<file path="config.mk">
export PLATFORM = sky130hd
export DESIGN_NAME = sd_cmd_path
export DESIGN_NICKNAME = d
export VERILOG_FILES = /design/src/rtl/sd_cmd_pkg.sv /design/src/rtl/sd_cmd_tx.sv /design/src/rtl/sd_cmd_rx.sv /design/src/rtl/sd_cmd_path.sv
export SDC_FILE = /design/constraint.sdc
export NUM_CORES = 1
export LEC_CHECK = 0
export ABC_AREA = 1
export CAP_MARGIN = 20
export CORE_UTILIZATION = 45
export CTS_BUF_LIST = sky130_fd_sc_hd__clkbuf_4 sky130_fd_sc_hd__clkbuf_8 sky130_fd_sc_hd__clkbuf_16
export CTS_CLUSTER_SIZE = 10
export DETAILED_ROUTE_END_ITERATION = 12
export PLACE_DENSITY = 0.71
export REMOVE_ABC_BUFFERS = 1
export SLEW_MARGIN = 20
export SYNTH_ARGS = -nofsm -noshare
export SYNTH_HDL_FRONTEND = slang
export SYNTH_SLANG_ARGS = --single-unit
</file>
<file path="constraint.sdc">
create_clock -name clk -period 4.5 [get_ports clk]
set_input_delay 0.9 -clock clk [delete_from_list [all_inputs] [get_ports clk]]
set_output_delay 0.9 -clock clk [all_outputs]
set_load 0.1 [all_outputs]
</file>
<file path="src/rtl/sd_cmd_pkg.sv">
package sd_cmd_pkg;

  typedef enum logic [2:0] {
    ST_IDLE,
    ST_SEND,
    ST_WAIT,
    ST_RECV,
    ST_BUSY
  } cmd_state_e;

  localparam logic [1:0] RSP_NONE  = 2'd0;
  localparam logic [1:0] RSP_LONG  = 2'd1;
  localparam logic [1:0] RSP_SHORT = 2'd2;
  localparam logic [1:0] RSP_BUSY  = 2'd3;

  // flag positions
  localparam int F_DONE  = 0;
  localparam int F_BUSYE = 1;
  localparam int F_ERR   = 15;
  localparam int F_TOUT  = 16;
  localparam int F_CRC   = 17;
  localparam int F_END   = 18;
  localparam int F_IDX   = 19;

  // one serial step of CRC7, polynomial x^7 + x^3 + 1
  function automatic logic [6:0] crc7_step(input logic [6:0] c, input logic b);
    logic fb;
    fb = b ^ c[6];
    return {c[5:0], 1'b0} ^ (fb ? 7'h09 : 7'h00);
  endfunction

endpackage

</file>
<file path="src/rtl/sd_cmd_tx.sv">
module sd_cmd_tx
  import sd_cmd_pkg::*;
#(
  parameter int IDX_W = 6,
  parameter int ARG_W = 32
) (
  input  logic             clk,
  input  logic             rst_n,
  input  logic             tick,
  input  logic             load,
  input  logic             abort,
  input  logic [IDX_W-1:0] idx,
  input  logic [ARG_W-1:0] arg,
  output logic             line_o,
  output logic             active_o,
  output logic             last_o
);
  localparam int BODY_W  = 2 + IDX_W + ARG_W;
  localparam int FRAME_W = BODY_W + 8;
  localparam int CNT_W   = $clog2(FRAME_W);

  logic [FRAME_W-1:0] sh_q, sh_n;
  logic [CNT_W-1:0]   cnt_q, cnt_n;
  logic               act_q, act_n;
  logic [BODY_W-1:0]  body;
  logic [6:0]         crc_c;

  assign body = {1'b0, 1'b1, idx, arg};

  always_comb begin
    crc_c = '0;
    for (int i = BODY_W - 1; i >= 0; i--) crc_c = crc7_step(crc_c, body[i]);
  end

  always_comb begin
    sh_n  = sh_q;
    cnt_n = cnt_q;
    act_n = act_q;
    if (abort) begin
      act_n = 1'b0;
    end else if (load) begin
      sh_n  = {body, crc_c, 1'b1};
      cnt_n = '0;
      act_n = 1'b1;
    end else if (act_q && tick) begin
      sh_n = {sh_q[FRAME_W-2:0], 1'b1};
      if (cnt_q == CNT_W'(FRAME_W - 1)) act_n = 1'b0;
      else cnt_n = cnt_q + 1'b1;
    end
  end

  always_ff @(posedge clk or negedge rst_n) begin
    if (!rst_n) begin
      sh_q  <= '1;
      cnt_q <= '0;
      act_q <= 1'b0;
    end else begin
      sh_q  <= sh_n;
      cnt_q <= cnt_n;
      act_q <= act_n;
    end
  end

  assign line_o   = act_q ? sh_q[FRAME_W-1] : 1'b1;
  assign active_o = act_q;
  assign last_o   = act_q && tick && !abort && (cnt_q == CNT_W'(FRAME_W - 1));

  // frame counter never passes the frame length while driving
  assert_tx_len_R1: assert property (@(posedge clk) disable iff (!rst_n)
    act_q |-> (cnt_q < CNT_W'(FRAME_W)));

endmodule

</file>
<file path="src/rtl/sd_cmd_rx.sv">
module sd_cmd_rx
  import sd_cmd_pkg::*;
#(
  parameter int SHORT_W = 48,
  parameter int LONG_W  = 136
) (
  input  logic              clk,
  input  logic              rst_n,
  input  logic              tick,
  input  logic              start,
  input  logic              long_fmt,
  input  logic              abort,
  input  logic              line_i,
  output logic [LONG_W-1:0] frame_o,
  output logic [6:0]        crc_o,
  output logic              done_o
);
  localparam int CNT_W        = $clog2(LONG_W);
  localparam int CRC_LO       = 8;
  localparam int LONG_CRC_HI  = LONG_W - 9;
  localparam int SHORT_CRC_HI = SHORT_W - 1;

  logic [LONG_W-1:0] fr_q, fr_n;
  logic [CNT_W-1:0]  rem_q, rem_n;
  logic [6:0]        crc_q, crc_n;
  logic              act_q, act_n, lng_q, lng_n, done_q, done_n;
  logic [CNT_W-1:0]  hi;

  assign hi = lng_q ? CNT_W'(LONG_CRC_HI) : CNT_W'(SHORT_CRC_HI);

  always_comb begin
    fr_n   = fr_q;
    rem_n  = rem_q;
    crc_n  = crc_q;
    act_n  = act_q;
    lng_n  = lng_q;
    done_n = 1'b0;
    if (abort) begin
      act_n = 1'b0;
    end else if (start) begin
      // start bit is 0: running CRC stays at its zero seed
      fr_n  = '0;
      crc_n = '0;
      act_n = 1'b1;
      lng_n = long_fmt;
      rem_n = long_fmt ? CNT_W'(LONG_W - 2) : CNT_W'(SHORT_W - 2);
    end else if (act_q && tick) begin
      fr_n = {fr_q[LONG_W-2:0], line_i};
      if (rem_q >= CNT_W'(CRC_LO) && rem_q <= hi) crc_n = crc7_step(crc_q, line_i);
      if (rem_q == '0) begin
        act_n  = 1'b0;
        done_n = 1'b1;
      end else begin
        rem_n = rem_q - 1'b1;
      end
    end
  end

  always_ff @(posedge clk or negedge rst_n) begin
    if (!rst_n) begin
      fr_q   <= '0;
      rem_q  <= '0;
      crc_q  <= '0;
      act_q  <= 1'b0;
      lng_q  <= 1'b0;
      done_q <= 1'b0;
    end else begin
      fr_q   <= fr_n;
      rem_q  <= rem_n;
      crc_q  <= crc_n;
      act_q  <= act_n;
      lng_q  <= lng_n;
      done_q <= done_n;
    end
  end

  assign frame_o = fr_q;
  assign crc_o   = crc_q;
  assign done_o  = done_q;

  // remaining-bit count stays inside the long frame while receiving
  assert_rx_bound_R4: assert property (@(posedge clk) disable iff (!rst_n)
    act_q |-> (rem_q <= CNT_W'(LONG_W - 2)));

endmodule

</file>
<file path="src/rtl/sd_cmd_path.sv">
module sd_cmd_path
  import sd_cmd_pkg::*;
#(
  parameter int IDX_W         = 6,
  parameter int ARG_W         = 32,
  parameter int LONG_W        = 136,
  parameter int TIMEOUT_TICKS = 64
) (
  input  logic        clk,
  input  logic        rst_n,
  input  logic        sd_tick,
  input  logic        arg_wr,
  input  logic [31:0] arg_wdata,
  input  logic        cmd_wr,
  input  logic [31:0] cmd_wdata,
  input  logic        ctrl_wr,
  input  logic [31:0] ctrl_wdata,
  output logic [31:0] ctrl_rdata,
  input  logic        irq_wr,
  input  logic [31:0] irq_wdata,
  output logic [31:0] irq_status,
  output logic [1:0]  inhibit_status,
  output logic [31:0] resp0,
  output logic [31:0] resp1,
  output logic [31:0] resp2,
  output logic [31:0] resp3,
  output logic        cmd_line_out,
  output logic        cmd_line_oe,
  input  logic        cmd_line_in,
  input  logic        dat0_in,
  input  logic        dat_xfer_done
);
  localparam int SHORT_W    = 2 + IDX_W + ARG_W + 8;
  localparam int PAY_W      = LONG_W - 16;
  localparam int RESP_WORDS = (PAY_W + ARG_W - 1) / ARG_W;
  localparam int PAD_W      = RESP_WORDS * ARG_W;
  localparam int WC_W       = $clog2(TIMEOUT_TICKS + 1);
  localparam int IDX_HI     = SHORT_W - 3;
  localparam logic [31:0] LIVE = 32'h000F_8003;

  cmd_state_e         st_q, st_n;
  logic [WC_W-1:0]    wcnt_q, wcnt_n;
  logic [IDX_W-1:0]   idx_q;
  logic [1:0]         rtype_q;
  logic               crcen_q, idxen_q, dinh_q, dinh_n, rst_q;
  logic [ARG_W-1:0]   arg_q;
  logic [31:0]        irq_q, irq_n, set;
  logic [ARG_W-1:0]   resp_q [RESP_WORDS];
  logic [ARG_W-1:0]   resp_n [RESP_WORDS];
  logic               cmd_inh, need_dat_w, accept, rx_start, upd_resp;
  logic               tx_line, tx_act, tx_last, rx_done;
  logic [LONG_W-1:0]  rx_frame;
  logic [6:0]         rx_crc;
  logic               crc_err, end_err, idx_err, rsp_err;
  logic [PAD_W-1:0]   long_pad;

  assign cmd_inh    = (st_q == ST_SEND) || (st_q == ST_WAIT) || (st_q == ST_RECV);
  assign need_dat_w = cmd_wdata[21] || (cmd_wdata[17:16] == RSP_BUSY);
  assign accept     = cmd_wr && (st_q == ST_IDLE) && !rst_q && !(dinh_q && need_dat_w);

  sd_cmd_tx #(.IDX_W(IDX_W), .ARG_W(ARG_W)) u_tx (
    .clk(clk), .rst_n(rst_n), .tick(sd_tick), .load(accept), .abort(rst_q),
    .idx(cmd_wdata[24 +: IDX_W]), .arg(arg_q),
    .line_o(tx_line), .active_o(tx_act), .last_o(tx_last));

  sd_cmd_rx #(.SHORT_W(SHORT_W), .LONG_W(LONG_W)) u_rx (
    .clk(clk), .rst_n(rst_n), .tick(sd_tick), .start(rx_start),
    .long_fmt(rtype_q == RSP_LONG), .abort(rst_q), .line_i(cmd_line_in),
    .frame_o(rx_frame), .crc_o(rx_crc), .done_o(rx_done));

  assign crc_err = crcen_q && (rx_crc != rx_frame[7:1]);
  assign end_err = !rx_frame[0];
  assign idx_err = idxen_q && (rtype_q != RSP_LONG) &&
                   (rx_frame[IDX_HI -: IDX_W] != idx_q);
  assign rsp_err = crc_err || end_err || idx_err;

  // sequencing
  always_comb begin
    st_n     = st_q;
    wcnt_n   = wcnt_q;
    dinh_n   = dinh_q;
    set      = '0;
    rx_start = 1'b0;
    upd_resp = 1'b0;
    if (dat_xfer_done) dinh_n = 1'b0;
    unique case (st_q)
      ST_IDLE: if (accept) begin
        st_n   = ST_SEND;
        dinh_n = dinh_n || need_dat_w;
      end
      ST_SEND: if (tx_last) begin
        if (rtype_q == RSP_NONE) begin
          st_n       = ST_IDLE;
          set[F_DONE] = 1'b1;
        end else begin
          st_n   = ST_WAIT;
          wcnt_n = '0;
        end
      end
      ST_WAIT: if (sd_tick) begin
        if (!cmd_line_in) begin
          st_n     = ST_RECV;
          rx_start = 1'b1;
        end else if (wcnt_q == WC_W'(TIMEOUT_TICKS - 1)) begin
          st_n        = ST_IDLE;
          set[F_TOUT] = 1'b1;
          set[F_ERR]  = 1'b1;
          dinh_n      = 1'b0;
        end else begin
          wcnt_n = wcnt_q + 1'b1;
        end
      end
      ST_RECV: if (rx_done) begin
        upd_resp = 1'b1;
        if (rsp_err) begin
          st_n       = ST_IDLE;
          set[F_ERR] = 1'b1;
          set[F_CRC] = crc_err;
          set[F_END] = end_err;
          set[F_IDX] = idx_err;
          dinh_n     = 1'b0;
        end else begin
          set[F_DONE] = 1'b1;
          st_n = (rtype_q == RSP_BUSY) ? ST_BUSY : ST_IDLE;
        end
      end
      ST_BUSY: if (sd_tick && dat0_in) begin
        st_n         = ST_IDLE;
        set[F_BUSYE] = 1'b1;
        dinh_n       = 1'b0;
      end
      default: st_n = ST_IDLE;
    endcase
    if (rst_q && cmd_inh) st_n = ST_IDLE;
  end

  // flags: clear mask first, fresh events win
  always_comb begin
    irq_n = ((irq_q & ~(irq_wr ? irq_wdata : 32'h0)) | set) & LIVE;
  end

  // response words
  assign long_pad = {{(PAD_W - PAY_W){1'b0}}, rx_frame[LONG_W-9 -: PAY_W]};
  for (genvar k = 0; k < RESP_WORDS; k++) begin : g_resp
    always_comb begin
      resp_n[k] = resp_q[k];
      if (upd_resp) begin
        if (rtype_q == RSP_LONG) resp_n[k] = long_pad[k*ARG_W +: ARG_W];
        else if (k == 0) resp_n[k] = rx_frame[8 +: ARG_W];
      end
    end
    always_ff @(posedge clk or negedge rst_n) begin
      if (!rst_n) resp_q[k] <= '0;
      else resp_q[k] <= resp_n[k];
    end
  end

  always_ff @(posedge clk or negedge rst_n) begin
    if (!rst_n) begin
      st_q    <= ST_IDLE;
      wcnt_q  <= '0;
      dinh_q  <= 1'b0;
      rst_q   <= 1'b0;
      irq_q   <= '0;
      arg_q   <= '0;
      idx_q   <= '0;
      rtype_q <= RSP_NONE;
      crcen_q <= 1'b0;
      idxen_q <= 1'b0;
    end else begin
      st_q   <= st_n;
      wcnt_q <= wcnt_n;
      dinh_q <= dinh_n;
      rst_q  <= ctrl_wr && ctrl_wdata[25];
      irq_q  <= irq_n;
      if (arg_wr) arg_q <= arg_wdata;
      if (accept) begin
        idx_q   <= cmd_wdata[24 +: IDX_W];
        rtype_q <= cmd_wdata[17:16];
        crcen_q <= cmd_wdata[19];
        idxen_q <= cmd_wdata[20];
      end
    end
  end

  assign ctrl_rdata     = {6'b0, rst_q, 25'b0};
  assign irq_status     = irq_q;
  assign inhibit_status = {dinh_q, cmd_inh};
  assign resp0          = resp_q[0];
  assign resp1          = resp_q[1];
  assign resp2          = resp_q[2];
  assign resp3          = resp_q[3];
  assign cmd_line_out   = tx_line;
  assign cmd_line_oe    = tx_act;

  // line is only driven while the command inhibit is up
  assert_idle_line_R8: assert property (@(posedge clk) disable iff (!rst_n)
    !cmd_inh |-> !tx_act);
  // busy phase always holds the data inhibit
  assert_busy_dinh_R9: assert property (@(posedge clk) disable iff (!rst_n)
    (st_q == ST_BUSY) |-> dinh_q);
  // any new error flag comes with the summary flag
  assert_err_summary_R5: assert property (@(posedge clk) disable iff (!rst_n)
    (|(irq_q[19:16] & ~$past(irq_q[19:16]))) |-> irq_q[F_ERR]);
  // timeout only raised out of the reply wait
  assert_timeout_src_R7: assert property (@(posedge clk) disable iff (!rst_n)
    $rose(irq_q[F_TOUT]) |-> ($past(st_q) == ST_WAIT));
  // reset request releases the command path one cycle later
  assert_reset_release_R12: assert property (@(posedge clk) disable iff (!rst_n)
    rst_q |=> !cmd_inh);
  // a write during an exchange leaves the latched command alone
  assert_ignored_write_R10: assert property (@(posedge clk) disable iff (!rst_n)
    (cmd_wr && (st_q != ST_IDLE)) |=> $stable(idx_q));

endmodule

</file>
==> flow_metrics.tcl <==
set metrics [dict create \
    dpl.cell_count 2453 \
    viasPerCell 5.065 \
    antenna_found_initial 0 \
    synth_top_area_share_pct 49.95 \
    coreArea_sq_um 36610 \
    critPathArrivalTime_ns 2.37 \
    fp.dieW_um 194.8 \
    hp-class "in -> async" \
    power_density_nw_per_um2 576.3 \
    drive_gt1_share_pct 9.392 \
    maxSlewHeadroom_pct 27.76 \
    grt_usage_pct 19.46 \
    finalSetupViolCount 0 \
    rsz0062_at_grt "no" \
    path_clk_slew_ns 0.05 \
    initial_core_util_pct 45.70 \
    dr_total_vias 12780 \
    fin_skew_ns 0.01727 \
    insertion_delay_ns 0.56 \
    rows 70 \
    cts_max_level 2 \
    crit_required_ns 3.60 \
    root_buffer "clkbuf_16" \
    fin_crit_sh_pct 72.61 \
    syn2layout_area_growth_pct 20.71 \
    drtPass1Iterations 6 \
    syn_inst 1863 \
    power.leakage_uw 0.009405 \
    synth_area_leaders "dfrtp_1, nand2_1, dfstp_2, o21ai_0, inv_1" \
    cts_buffers 45 \
    drc 0 \
    final-hold-violation-count 0 \
    grt_pass1_vias 12310 \
    crit_path_max_fanout 3 \
    grt.overflow.total 0 \
    end_kind "output port" \
    drt_iter0_markers 677 \
    finish.instance_area_sq_um 20200 \
    ys_seq_elements 381 \
    fin_nets 2177 \
    crit_type "reg -> out" \
    yosys.cell_types.count 51 \
    worst_slew_pin_slew_ns 1.080 \
    maxSlewViolCount 0 \
    synthArstFlopShare_pct 100.0 \
    synth_top_cell_by_area "dfrtp_1" \
    worst_ir_drop_vdd_mv 0.3121 \
    final_cells 2523 \
    start_kind "flip-flop" \
    cts_tree "yes" \
    drt_wl_total_mm 36.85 \
    dieArea_sq_um 37960 \
    dp_hpwl_mm 24.48 \
    io_pins 334 \
    placed_area_sq_um 18850 \
    setup-tns-final_ns 0 \
    synth_area_sq_um 16730 \
    grt_start_max_net_pins 129 \
    die_h_um 194.8 \
    grt_pass1_wl_mm 61.31 \
    cts_hold_buf 0 \
    seq_area_frac_synth_pct 57.33 \
    wl_per_cell_um 14.60 \
    reg2reg_from "st_q[2]$_DFFE_PN0P_" \
    cts_setup_buffers 0 \
    gp_congestion 0.8563 \
    period_needed_ns 3.267 \
    ant_nets 0 \
    outcome "completed" \
    synth-warning-count 0 \
    critPathLaunch "st_q[0]$_DFFE_PN0P_" \
    io_buffers 192 \
    cts.path.max_buffers 3 \
    cap_violations 0 \
    diodes 0 \
    syn_area_per_cell_sq_um 8.981 \
    numClockSinks 381 \
    cts.repair.resized 0 \
    clock.fmax_ghz 0.3061 \
    synthFlopType "dfrtp_1" \
    synth_edf_count 0 \
]
## Yosys cell counts (7+ instances only)
library cell	number
buf_4	67
nand2_2	24
dfrtp_1	334
inv_1	240
o22ai_1	129
nor2_1	49
nand3_1	100
xnor2_1	8
nor3_1	12
nand2_1	451
a21oi_1	13
ha_1	7
inv_2	13
clkbuf_1	72
o21ai_0	187
xor2_1	12
o211ai_1	40
dfstp_2	47
## final timing paths
kind	depth (start not counted)	slack, ns	endpoint
worst max-delay path	3	1.23	inhibit_status[0]
worst min-delay path	1	0.42	u_rx.frame_o[81]$_DFFE_PN0P_
worst max register to register	16	1.66	u_rx.crc_o[1]$_DFFE_PN0P_
worst min register to register	1	0.46	wcnt_q[6]$_DFFE_PN0P_
max in group asynchronous	2	2.99	u_tx.sh_q[8]$_DFFE_PN1P_
min in group clk	1	0.46	wcnt_q[6]$_DFFE_PN0P_
## metrics by stage
step	util (%)	setup slack [ns]	total power [uW]	hold WS [ns]
3_5_place_dp	51.50	0.8513	8341	0.4552
2_1_floorplan	-	-1.441	7450	0.4334
4_1_cts	55.17	1.217	11740	0.4621
6_report	55.17	1.233	11640	0.4153
3_3_place_gp	51.50	0.9059	8186	0.4455
5_1_grt	55.17	0.9882	12410	0.4904
## power by group
group          switching, uW  leakage (uW)  internal [uW]
registers                413       0.00496           4480
clock network           1360      0.000681           1980
logic                   2360       0.00376           1050
## registers in the layout, summed over array words and instances (netlist names), 7 cells and up
| name | cells |
|---|---|
| u_rx.frame_o | 128 |
| u_rx.crc_o | 7 |
| resp1 | 32 |
| u_rx.rem_q | 8 |
| u_tx.sh_q | 47 |
| irq_status | 7 |
| wcnt_q | 7 |
| resp2 | 32 |
| resp3 | 24 |
| arg_q | 32 |
| resp0 | 32 |
## worst max-delay path: stages (launching register included)
cell and delay, ns:
dfrtp_1 0.41, nor2_1 0.08, nor2_1 0.16, clkdlybuf4s50_1 1.17
## final cells by class
type	count	area (sq um)
Fill cell	3308	16410
Clock buffer	66	1290
Inverter	255	962.2
Multi-Input combinational cell	1142	5604
Sequential cell	381	9593
Clock inverter	4	53.80
Tap cell	468	585.6
Timing Repair Buffer	207	2110
## per-layer routing
layer | global-route usage [%] | wire length, um
met1 | 26.04 | 16510
met2 | 32.74 | 17990
met3 | 3.297 | 1622
met4 | 5.220 | 726
met5 | 0 | 0
## cell families (layout without fill, tap and decap cells)
kind of cell	count (synthesis)	in the layout	synth area share, %
flops	381	381	57.33
xor+xnor	20	20	1.047
compound gates	397	397	13.95
other cells	1	64	0.02241
simple gates	654	654	16.38
buf+inv	403	532	10.74
fa+ha+maj	7	7	0.5234
## layout by cell type, fill, tap and decap left out, drive strengths merged, types with 13 or more instances in the layout
cell,Yosys,layout
dfrtp,334,334
o211ai,40,40
o21ai,190,190
nor3,14,14
o22ai,129,129
a21oi,13,13
nor2,57,57
inv,254,256
nand3,101,101
conb,1,64
buf,74,17
nand2,475,475
clkdlybuf4s50,0,190
dfstp,47,47
clkbuf,74,66
No activity file was read; power rests on OpenSTA's default activity.
